File: src/rtl/usbin_pkg.sv
package usbin_pkg;

  typedef enum logic [2:0] {
    S_IDLE,
    S_FETCH,
    S_LOAD,
    S_SEND,
    S_CRCLO,
    S_CRCHI,
    S_WAIT
  } tx_state_t;

  localparam logic [15:0] CRC_SEED = 16'hFFFF;
  localparam logic [15:0] CRC_POLY_REFL = 16'hA001;

  // fold one byte, least significant bit first, into the reflected CRC16 register
  function automatic logic [15:0] crc16_upd(input logic [15:0] c, input logic [7:0] d);
    logic [15:0] r;
    r = c ^ {8'h00, d};
    for (int k = 0; k < 8; k++) begin
      r = r[0] ? ((r >> 1) ^ CRC_POLY_REFL) : (r >> 1);
    end
    return r;
  endfunction

endpackage

File: src/rtl/ep_buf_mem.sv
module ep_buf_mem #(
  parameter int NEP   = 4,
  parameter int DEPTH = 64,
  parameter int AW    = 8
) (
  input  logic          clk,
  input  logic          wr_en,
  input  logic [AW-1:0] wr_addr,
  input  logic [7:0]    wr_data,
  input  logic [AW-1:0] rd_addr,
  output logic [7:0]    rd_data
);

  localparam int WORDS = NEP * DEPTH;

  // one region of DEPTH bytes per endpoint; simple dual port for block RAM
  logic [7:0] mem [WORDS];

  always_ff @(posedge clk) begin
    if (wr_en) begin
      mem[wr_addr] <= wr_data;
    end
    rd_data <= mem[rd_addr];
  end

endmodule

File: src/rtl/ep_ctx.sv
module ep_ctx #(
  parameter int NEP   = 4,
  parameter int DEPTH = 64,
  parameter int EPW   = 2,
  parameter int LW    = 7,
  parameter int AW    = 8
) (
  input  logic           clk,
  input  logic           rst,
  input  logic           ld_valid,
  input  logic           ld_hdr,
  input  logic [EPW-1:0] ld_ep,
  input  logic [7:0]     ld_data,
  output logic           ld_ready,
  output logic           wr_en,
  output logic [AW-1:0]  wr_addr,
  input  logic [EPW-1:0] sel_ep,
  output logic           sel_armed,
  output logic [LW-1:0]  sel_len,
  output logic [LW-1:0]  sel_fill,
  output logic           sel_tog,
  input  logic           rel_en,
  input  logic [EPW-1:0] rel_ep
);

  logic [NEP-1:0] armed_q;
  logic [NEP-1:0] tog_q;
  logic [LW-1:0]  len_q  [NEP];
  logic [LW-1:0]  fill_q [NEP];

  logic hdr_ok, dat_ok, rel_clash, take;

  always_comb begin
    rel_clash = rel_en && (rel_ep == ld_ep);
    hdr_ok    = !armed_q[ld_ep] && (ld_data <= 8'(DEPTH));
    dat_ok    = armed_q[ld_ep] && (fill_q[ld_ep] < len_q[ld_ep]);
    ld_ready  = !rel_clash && (ld_hdr ? hdr_ok : dat_ok);
    take      = ld_valid && ld_ready;
    wr_en     = take && !ld_hdr;
    wr_addr   = AW'(int'(ld_ep) * DEPTH + int'(fill_q[ld_ep]));
  end

  assign sel_armed = armed_q[sel_ep];
  assign sel_len   = len_q[sel_ep];
  assign sel_fill  = fill_q[sel_ep];
  assign sel_tog   = tog_q[sel_ep];

  always_ff @(posedge clk) begin
    if (rst) begin
      armed_q <= '0;
      tog_q   <= '0;
      for (int e = 0; e < NEP; e++) begin
        len_q[e]  <= '0;
        fill_q[e] <= '0;
      end
    end else begin
      for (int e = 0; e < NEP; e++) begin
        if (rel_en && rel_ep == EPW'(e)) begin
          armed_q[e] <= 1'b0;
          fill_q[e]  <= '0;
          tog_q[e]   <= ~tog_q[e];
        end else if (take && ld_ep == EPW'(e)) begin
          if (ld_hdr) begin
            armed_q[e] <= 1'b1;
            len_q[e]   <= ld_data[LW-1:0];
            fill_q[e]  <= '0;
          end else begin
            fill_q[e] <= fill_q[e] + 1'b1;
          end
        end
      end
    end
  end

  generate
    for (genvar g = 0; g < NEP; g++) begin : g_chk
      // never more bytes written than the announced count
      p_fill_bound_r2: assert property (@(posedge clk) disable iff (rst)
        fill_q[g] <= len_q[g]);
    end
  endgenerate

  // an accepted count beat leaves the endpoint holding a packet
  p_hdr_arms_r2: assert property (@(posedge clk) disable iff (rst)
    (ld_valid && ld_ready && ld_hdr) |=> armed_q[$past(ld_ep)]);

endmodule

File: src/rtl/tx_engine.sv
module tx_engine
  import usbin_pkg::*;
#(
  parameter int NEP   = 4,
  parameter int DEPTH = 64,
  parameter int EPW   = 2,
  parameter int LW    = 7,
  parameter int AW    = 8
) (
  input  logic           clk,
  input  logic           rst,
  input  logic           tok_valid,
  input  logic [EPW-1:0] tok_ep,
  output logic [EPW-1:0] sel_ep,
  input  logic           sel_armed,
  input  logic [LW-1:0]  sel_len,
  input  logic [LW-1:0]  sel_fill,
  input  logic           sel_tog,
  output logic [AW-1:0]  rd_addr,
  input  logic [7:0]     rd_data,
  output logic           tx_valid,
  input  logic           tx_ready,
  output logic [7:0]     tx_data,
  output logic           tx_last,
  output logic           tx_data1,
  input  logic           hs_valid,
  input  logic           hs_ack,
  output logic           rel_en,
  output logic [EPW-1:0] rel_ep,
  output logic [NEP-1:0] done_irq,
  output logic           done_ack,
  output logic           nak_pulse
);

  tx_state_t      st;
  logic [EPW-1:0] cur_ep;
  logic [LW-1:0]  idx;
  logic [15:0]    crc;
  logic           bad;
  logic           at_end, dry;

  assign sel_ep  = (st == S_IDLE) ? tok_ep : cur_ep;
  assign rd_addr = AW'(int'(cur_ep) * DEPTH + int'(idx));
  assign rel_en  = (st == S_WAIT) && hs_valid && hs_ack;
  assign rel_ep  = cur_ep;
  assign at_end  = (idx == sel_len);
  assign dry     = (idx >= sel_fill);

  always_ff @(posedge clk) begin
    if (rst) begin
      st        <= S_IDLE;
      cur_ep    <= '0;
      idx       <= '0;
      crc       <= CRC_SEED;
      bad       <= 1'b0;
      tx_valid  <= 1'b0;
      tx_data   <= '0;
      tx_last   <= 1'b0;
      tx_data1  <= 1'b0;
      done_irq  <= '0;
      done_ack  <= 1'b0;
      nak_pulse <= 1'b0;
    end else begin
      nak_pulse <= 1'b0;
      done_irq  <= '0;
      case (st)
        S_IDLE: begin
          if (tok_valid) begin
            if (sel_armed) begin
              cur_ep   <= tok_ep;
              idx      <= '0;
              crc      <= CRC_SEED;
              bad      <= 1'b0;
              tx_data1 <= sel_tog;
              st       <= S_FETCH;
            end else begin
              nak_pulse <= 1'b1;
            end
          end
        end
        S_FETCH: begin
          if (at_end || dry) begin
            // a short packet ends with the raw register so the receiver rejects it
            bad      <= !at_end;
            tx_data  <= at_end ? ~crc[7:0] : crc[7:0];
            tx_valid <= 1'b1;
            st       <= S_CRCLO;
          end else begin
            st <= S_LOAD;
          end
        end
        S_LOAD: begin
          tx_data  <= rd_data;
          tx_valid <= 1'b1;
          crc      <= crc16_upd(crc, rd_data);
          idx      <= idx + 1'b1;
          st       <= S_SEND;
        end
        S_SEND: begin
          if (tx_ready) begin
            tx_valid <= 1'b0;
            st       <= S_FETCH;
          end
        end
        S_CRCLO: begin
          if (tx_ready) begin
            tx_data <= bad ? crc[15:8] : ~crc[15:8];
            tx_last <= 1'b1;
            st      <= S_CRCHI;
          end
        end
        S_CRCHI: begin
          if (tx_ready) begin
            tx_valid <= 1'b0;
            tx_last  <= 1'b0;
            st       <= S_WAIT;
          end
        end
        S_WAIT: begin
          if (hs_valid) begin
            done_irq[cur_ep] <= 1'b1;
            done_ack         <= hs_ack;
            st               <= S_IDLE;
          end
        end
        default: st <= S_IDLE;
      endcase
    end
  end

  // an offered byte waits unchanged for the serializer
  p_hold_r11: assert property (@(posedge clk) disable iff (rst)
    (tx_valid && !tx_ready) |=> (tx_valid && $stable(tx_data) && $stable(tx_last)));

  // a NAK request never coincides with data on offer
  p_nak_quiet_r3: assert property (@(posedge clk) disable iff (rst)
    nak_pulse |-> !tx_valid);

  // at most one endpoint completes per cycle
  p_irq_onehot_r8: assert property (@(posedge clk) disable iff (rst)
    $onehot0(done_irq));

  // a completion pulse always follows a handshake input
  p_irq_after_hs_r10: assert property (@(posedge clk) disable iff (rst)
    (|done_irq) |-> $past(hs_valid));

  // the final marker only leaves with an offered byte
  p_last_valid_r4: assert property (@(posedge clk) disable iff (rst)
    tx_last |-> tx_valid);

endmodule

File: src/rtl/usb_in_txpath.sv
module usb_in_txpath #(
  parameter int NEP   = 4,
  parameter int DEPTH = 64,
  parameter int EPW   = $clog2(NEP)
) (
  input  logic           clk,
  input  logic           rst,
  input  logic           ld_valid,
  output logic           ld_ready,
  input  logic [EPW-1:0] ld_ep,
  input  logic           ld_hdr,
  input  logic [7:0]     ld_data,
  input  logic           tok_valid,
  input  logic [EPW-1:0] tok_ep,
  output logic           nak_pulse,
  output logic           tx_valid,
  input  logic           tx_ready,
  output logic [7:0]     tx_data,
  output logic           tx_last,
  output logic           tx_data1,
  input  logic           hs_valid,
  input  logic           hs_ack,
  output logic [NEP-1:0] done_irq,
  output logic           done_ack
);

  localparam int LW = $clog2(DEPTH + 1);
  localparam int AW = $clog2(NEP * DEPTH);

  logic           wr_en;
  logic [AW-1:0]  wr_addr, rd_addr;
  logic [7:0]     rd_data;
  logic [EPW-1:0] sel_ep, rel_ep;
  logic           sel_armed, sel_tog, rel_en;
  logic [LW-1:0]  sel_len, sel_fill;

  ep_buf_mem #(.NEP(NEP), .DEPTH(DEPTH), .AW(AW)) u_mem (
    .clk     (clk),
    .wr_en   (wr_en),
    .wr_addr (wr_addr),
    .wr_data (ld_data),
    .rd_addr (rd_addr),
    .rd_data (rd_data)
  );

  ep_ctx #(.NEP(NEP), .DEPTH(DEPTH), .EPW(EPW), .LW(LW), .AW(AW)) u_ctx (
    .clk       (clk),
    .rst       (rst),
    .ld_valid  (ld_valid),
    .ld_hdr    (ld_hdr),
    .ld_ep     (ld_ep),
    .ld_data   (ld_data),
    .ld_ready  (ld_ready),
    .wr_en     (wr_en),
    .wr_addr   (wr_addr),
    .sel_ep    (sel_ep),
    .sel_armed (sel_armed),
    .sel_len   (sel_len),
    .sel_fill  (sel_fill),
    .sel_tog   (sel_tog),
    .rel_en    (rel_en),
    .rel_ep    (rel_ep)
  );

  tx_engine #(.NEP(NEP), .DEPTH(DEPTH), .EPW(EPW), .LW(LW), .AW(AW)) u_eng (
    .clk       (clk),
    .rst       (rst),
    .tok_valid (tok_valid),
    .tok_ep    (tok_ep),
    .sel_ep    (sel_ep),
    .sel_armed (sel_armed),
    .sel_len   (sel_len),
    .sel_fill  (sel_fill),
    .sel_tog   (sel_tog),
    .rd_addr   (rd_addr),
    .rd_data   (rd_data),
    .tx_valid  (tx_valid),
    .tx_ready  (tx_ready),
    .tx_data   (tx_data),
    .tx_last   (tx_last),
    .tx_data1  (tx_data1),
    .hs_valid  (hs_valid),
    .hs_ack    (hs_ack),
    .rel_en    (rel_en),
    .rel_ep    (rel_ep),
    .done_irq  (done_irq),
    .done_ack  (done_ack),
    .nak_pulse (nak_pulse)
  );

endmodule

File: config.mk
export PLATFORM = sky130hd
export DESIGN_NAME = usb_in_txpath
export DESIGN_NICKNAME = d
export VERILOG_FILES = /design/src/rtl/usbin_pkg.sv /design/src/rtl/ep_buf_mem.sv /design/src/rtl/ep_ctx.sv /design/src/rtl/tx_engine.sv /design/src/rtl/usb_in_txpath.sv
export SDC_FILE = /design/constraint.sdc
export NUM_CORES = 2
export LEC_CHECK = 0
export BUFFER_PORTS_ARGS = -buffer_cell sky130_fd_sc_hd__buf_4
export CORE_MARGIN = 8
export CORE_UTILIZATION = 45
export CTS_BUF_LIST = sky130_fd_sc_hd__clkbuf_2 sky130_fd_sc_hd__clkbuf_4 sky130_fd_sc_hd__clkbuf_8
export DETAILED_ROUTE_END_ITERATION = 12
export PLACE_DENSITY_LB_ADDON = 0.08
export SYNTH_ARGS = -nofsm -noshare
export SYNTH_HDL_FRONTEND = slang
export SYNTH_SLANG_ARGS = --single-unit
File: constraint.sdc
create_clock -name clk -period 12 [get_ports clk]
set_input_delay 1.8 -clock clk [delete_from_list [all_inputs] [get_ports clk]]
set_output_delay 1.8 -clock clk [all_outputs]
set_load 0.01 [all_outputs]
==> metrics.csv <==
metric,value,unit
status,"finished, final reports clean",
comb_power_share,3.1,%
cap_viol_max_count,0,
nFillCells,15122,
syn_avg_cell_area,22.04,um^2
synth_seq_area_share,75.26,%
multi_input_area,20280,um^2
setup.worst_path.class,in -> out,
maxSlewHeadroom,16.96,%
ys_ff_latch,2166,
avgRoutedWirePerCell,32.46,um
critPathLaunchType,input port,
htree_levels,5,
num_vias,40615,
grt-ovfl-total,0,
syn_area,85600,um^2
syn-num-nets,3924,
area_delta_synth_final,11.89,%
fin_crit_sh,48.78,%
p_seq_share,55.2,%
clk_latency,1050,ps
powerDensity,157.5,nW/um^2
hold_class,reg -> reg,
setup_viol,0,
io_pins,38,
rsz0062_at_grt,no,
r2r_cells,7,
internal_power,0.01183,W
r2r-end,u_mem.rd_data[4],
cts_sinks,2166,
synth_commonest_cells,"edfxtp_1, mux4_2, nor2_1",
drive_gt1_share,31.55,%
seqCellArea,64440,um^2
dominantRegCellSynth,edfxtp_1,
clkSlewWorstSetupHoldPaths,60,ps
nNetsFinal,4182,
power_frac_clock,41.6,%
cts_setup_buffers,0,
cts_resized,0,
grt_max_degree,174,
initial_utilization,45.15,%
drt-total-wl,224.6,mm
fin_crit,5854,ps
synth.most_common_cell,edfxtp_1,
ant_nets,0,
cts_tree,yes,
p_leak,28.68,nW
synth_area_leader_cell,edfxtp_1,
required,10200,ps
cp-end-kind,primary output,
finalHoldViolCount,0,
async_reset_ff_share,0,%
antenna_found_initial,14,
cts-root-buf,clkbuf_8,
ys_types,53,
die_x,452.1,um
grt_pass1_vias,42018,
cp.arrival,4050,ps
path_max_fanout,21,
fin_tns_setup,0,ps
yosys_warnings,0,
crit_end,ld_ready,
fin_worst_skew,70.91,ps
postCtsHoldBufs,0,
fmax,170.8,MHz
place_congestion,0.7731,
grt_pass1_wl,321.0,mm
placed_cells,6281,
firstDrtPassIters,5,
synthTopCellsByArea,"edfxtp_1, mux4_2, nor2_1",
rrSetupSlack,6930,ps
track_usage,21.86,%
viasPerCell,5.871,
placementRows,160,
swShare,21.56,%
core-area,189600,um^2
die_area,204400,um^2
fin_cells,6918,
yosysTopAreaCellShare,73.81,%
syn_inst,3884,
cts_max_path_buffers,4,
worstMarginPinSlew,1246,ps
drt_iter0_drc,3971,
cts_made_buffers,370,
worstReg2RegStart,u_eng.idx[1],
synth-edff-count,2104,
hpwl,130.1,mm
io_buffers,37,
slew_viol_final,0,
startpoint,ld_ep[0],
remaining_drc_errors,0,
switchingPower,0.003253,W
ir_worst_vdd,101.3,uV
fp.dieH,452.1,um
## worst min path at each step
| stage | from | to | slack (ps) | depth (start not counted) |
|---|---|---|---|---|
| floorplan | u_ctx.armed_q[2] | u_ctx.armed_q[2] | 450 | 1 |
| global placement | u_eng.done_ack | u_eng.done_ack | 480 | 2 |
| detailed placement | u_ctx.armed_q[1] | u_ctx.armed_q[1] | 480 | 1 |
| CTS | u_ctx.armed_q[1] | u_ctx.armed_q[1] | 500 | 1 |
| global route | u_eng.crc[13] | u_eng.crc[5] | 530 | 2 |
| finish | u_eng.crc[13] | u_eng.crc[5] | 490 | 2 |
## cell type report
type | instances | area share [%]
Antenna cell | 5 | 0.01306
Clock inverter | 157 | 0.8923
Inverter | 21 | 0.08230
Tap cell | 2511 | 3.280
Clock buffer | 475 | 6.212
Timing Repair Buffer | 111 | 1.063
Multi-Input combinational cell | 1472 | 21.17
Sequential cell | 2166 | 67.28
## registers in the layout, summed over array words and instances (netlist names)
| register | cells |
|---|---|
| u_mem.mem | 2048 |
| u_ctx.fill_q | 28 |
| u_ctx.len_q | 28 |
| u_eng.crc | 16 |
| u_eng.tx_data | 8 |
| u_mem.rd_data | 8 |
| u_eng.idx | 7 |
| u_ctx.armed_q | 4 |
| u_ctx.tog_q | 4 |
| u_eng.done_irq | 4 |
| u_eng.st | 3 |
| u_eng.rel_ep | 2 |
| u_eng.bad | 1 |
| u_eng.done_ack | 1 |
| u_eng.nak_pulse | 1 |
| u_eng.tx_data1 | 1 |
| u_eng.tx_last | 1 |
| u_eng.tx_valid | 1 |
## logic make-up after synthesis
logic type	synth area share (%)
flip-flops	75.26
multiplexers	18.99
AND/OR/NAND/NOR	2.774
buffers and inverters	1.168
AO/OA/AOI/OAI	0.8054
XOR/XNOR	0.7060
adder cells (fa/ha/maj)	0.2923
## worst max-delay path: stages
cell	delay [ps]
buf_4	320
mux4_2	620
ha_1	300
a21o_1	160
a21o_1	180
a21o_1	200
a21oi_1	190
o211a_1	170
buf_4	120
## power by group through the flow
stage | clock, W | combinational [W] | sequential (W)
final | 0.00628 | 0.000474 | 0.00833
after global routing | 0.00675 | 0.000511 | 0.00833
after CTS | 0.00645 | 0.000487 | 0.00833
after detailed placement | 0 | 0.000487 | 0.00849
after global placement | 0 | 0.000484 | 0.00849
after floorplan | 0 | 0.000229 | 0.00848
## routing by layer
| layer | routed length [um] | share of wire (%) | track usage, % |
|---|---|---|---|
| met5 | 13 | 0.0058 | 0 |
| met4 | 4613 | 2.1 | 5.077 |
| met3 | 13110 | 5.8 | 3.864 |
| met2 | 108400 | 48 | 35.06 |
| met1 | 98450 | 44 | 31.64 |
## cells in the final DEF (no fill, tap or decap), drive strengths merged, types with 3 or more instances in the layout
cell,instances
diode,5
xnor2,46
and3,9
dfxtp,62
a211oi,14
xor2,23
nand2,52
mux4,708
buf,111
mux2i,29
nor3,21
clkbuf,475
or2,10
o21a,4
o21ai,18
bufinv,7
inv,22
o21bai,3
nor2,338
nor2b,12
a22oi,8
a311oi,8
nand2b,5
edfxtp,2104
or3,3
a2111oi,3
and2,42
or3b,4
clkinv,142
a31oi,5
a21o,8
a21oi,16
clkinvlp,7
nand3,40
ha,20
## per-stage QoR
step	setup WS, ps	total power [W]	hold WS, ps	util (%)	cell area, um^2
finish	6146	0.01509	489.6	50.52	95770
global route	6026	0.01559	527.2	50.52	95770
detailed placement	5207	0.008972	481.8	46.92	88960
floorplan	6131	0.008708	451.7	-	85600
CTS	6108	0.01526	495.4	50.51	95760
global placement	5297	0.008971	475.5	46.92	88960
Note: power is estimated with default switching activity, not from simulation.
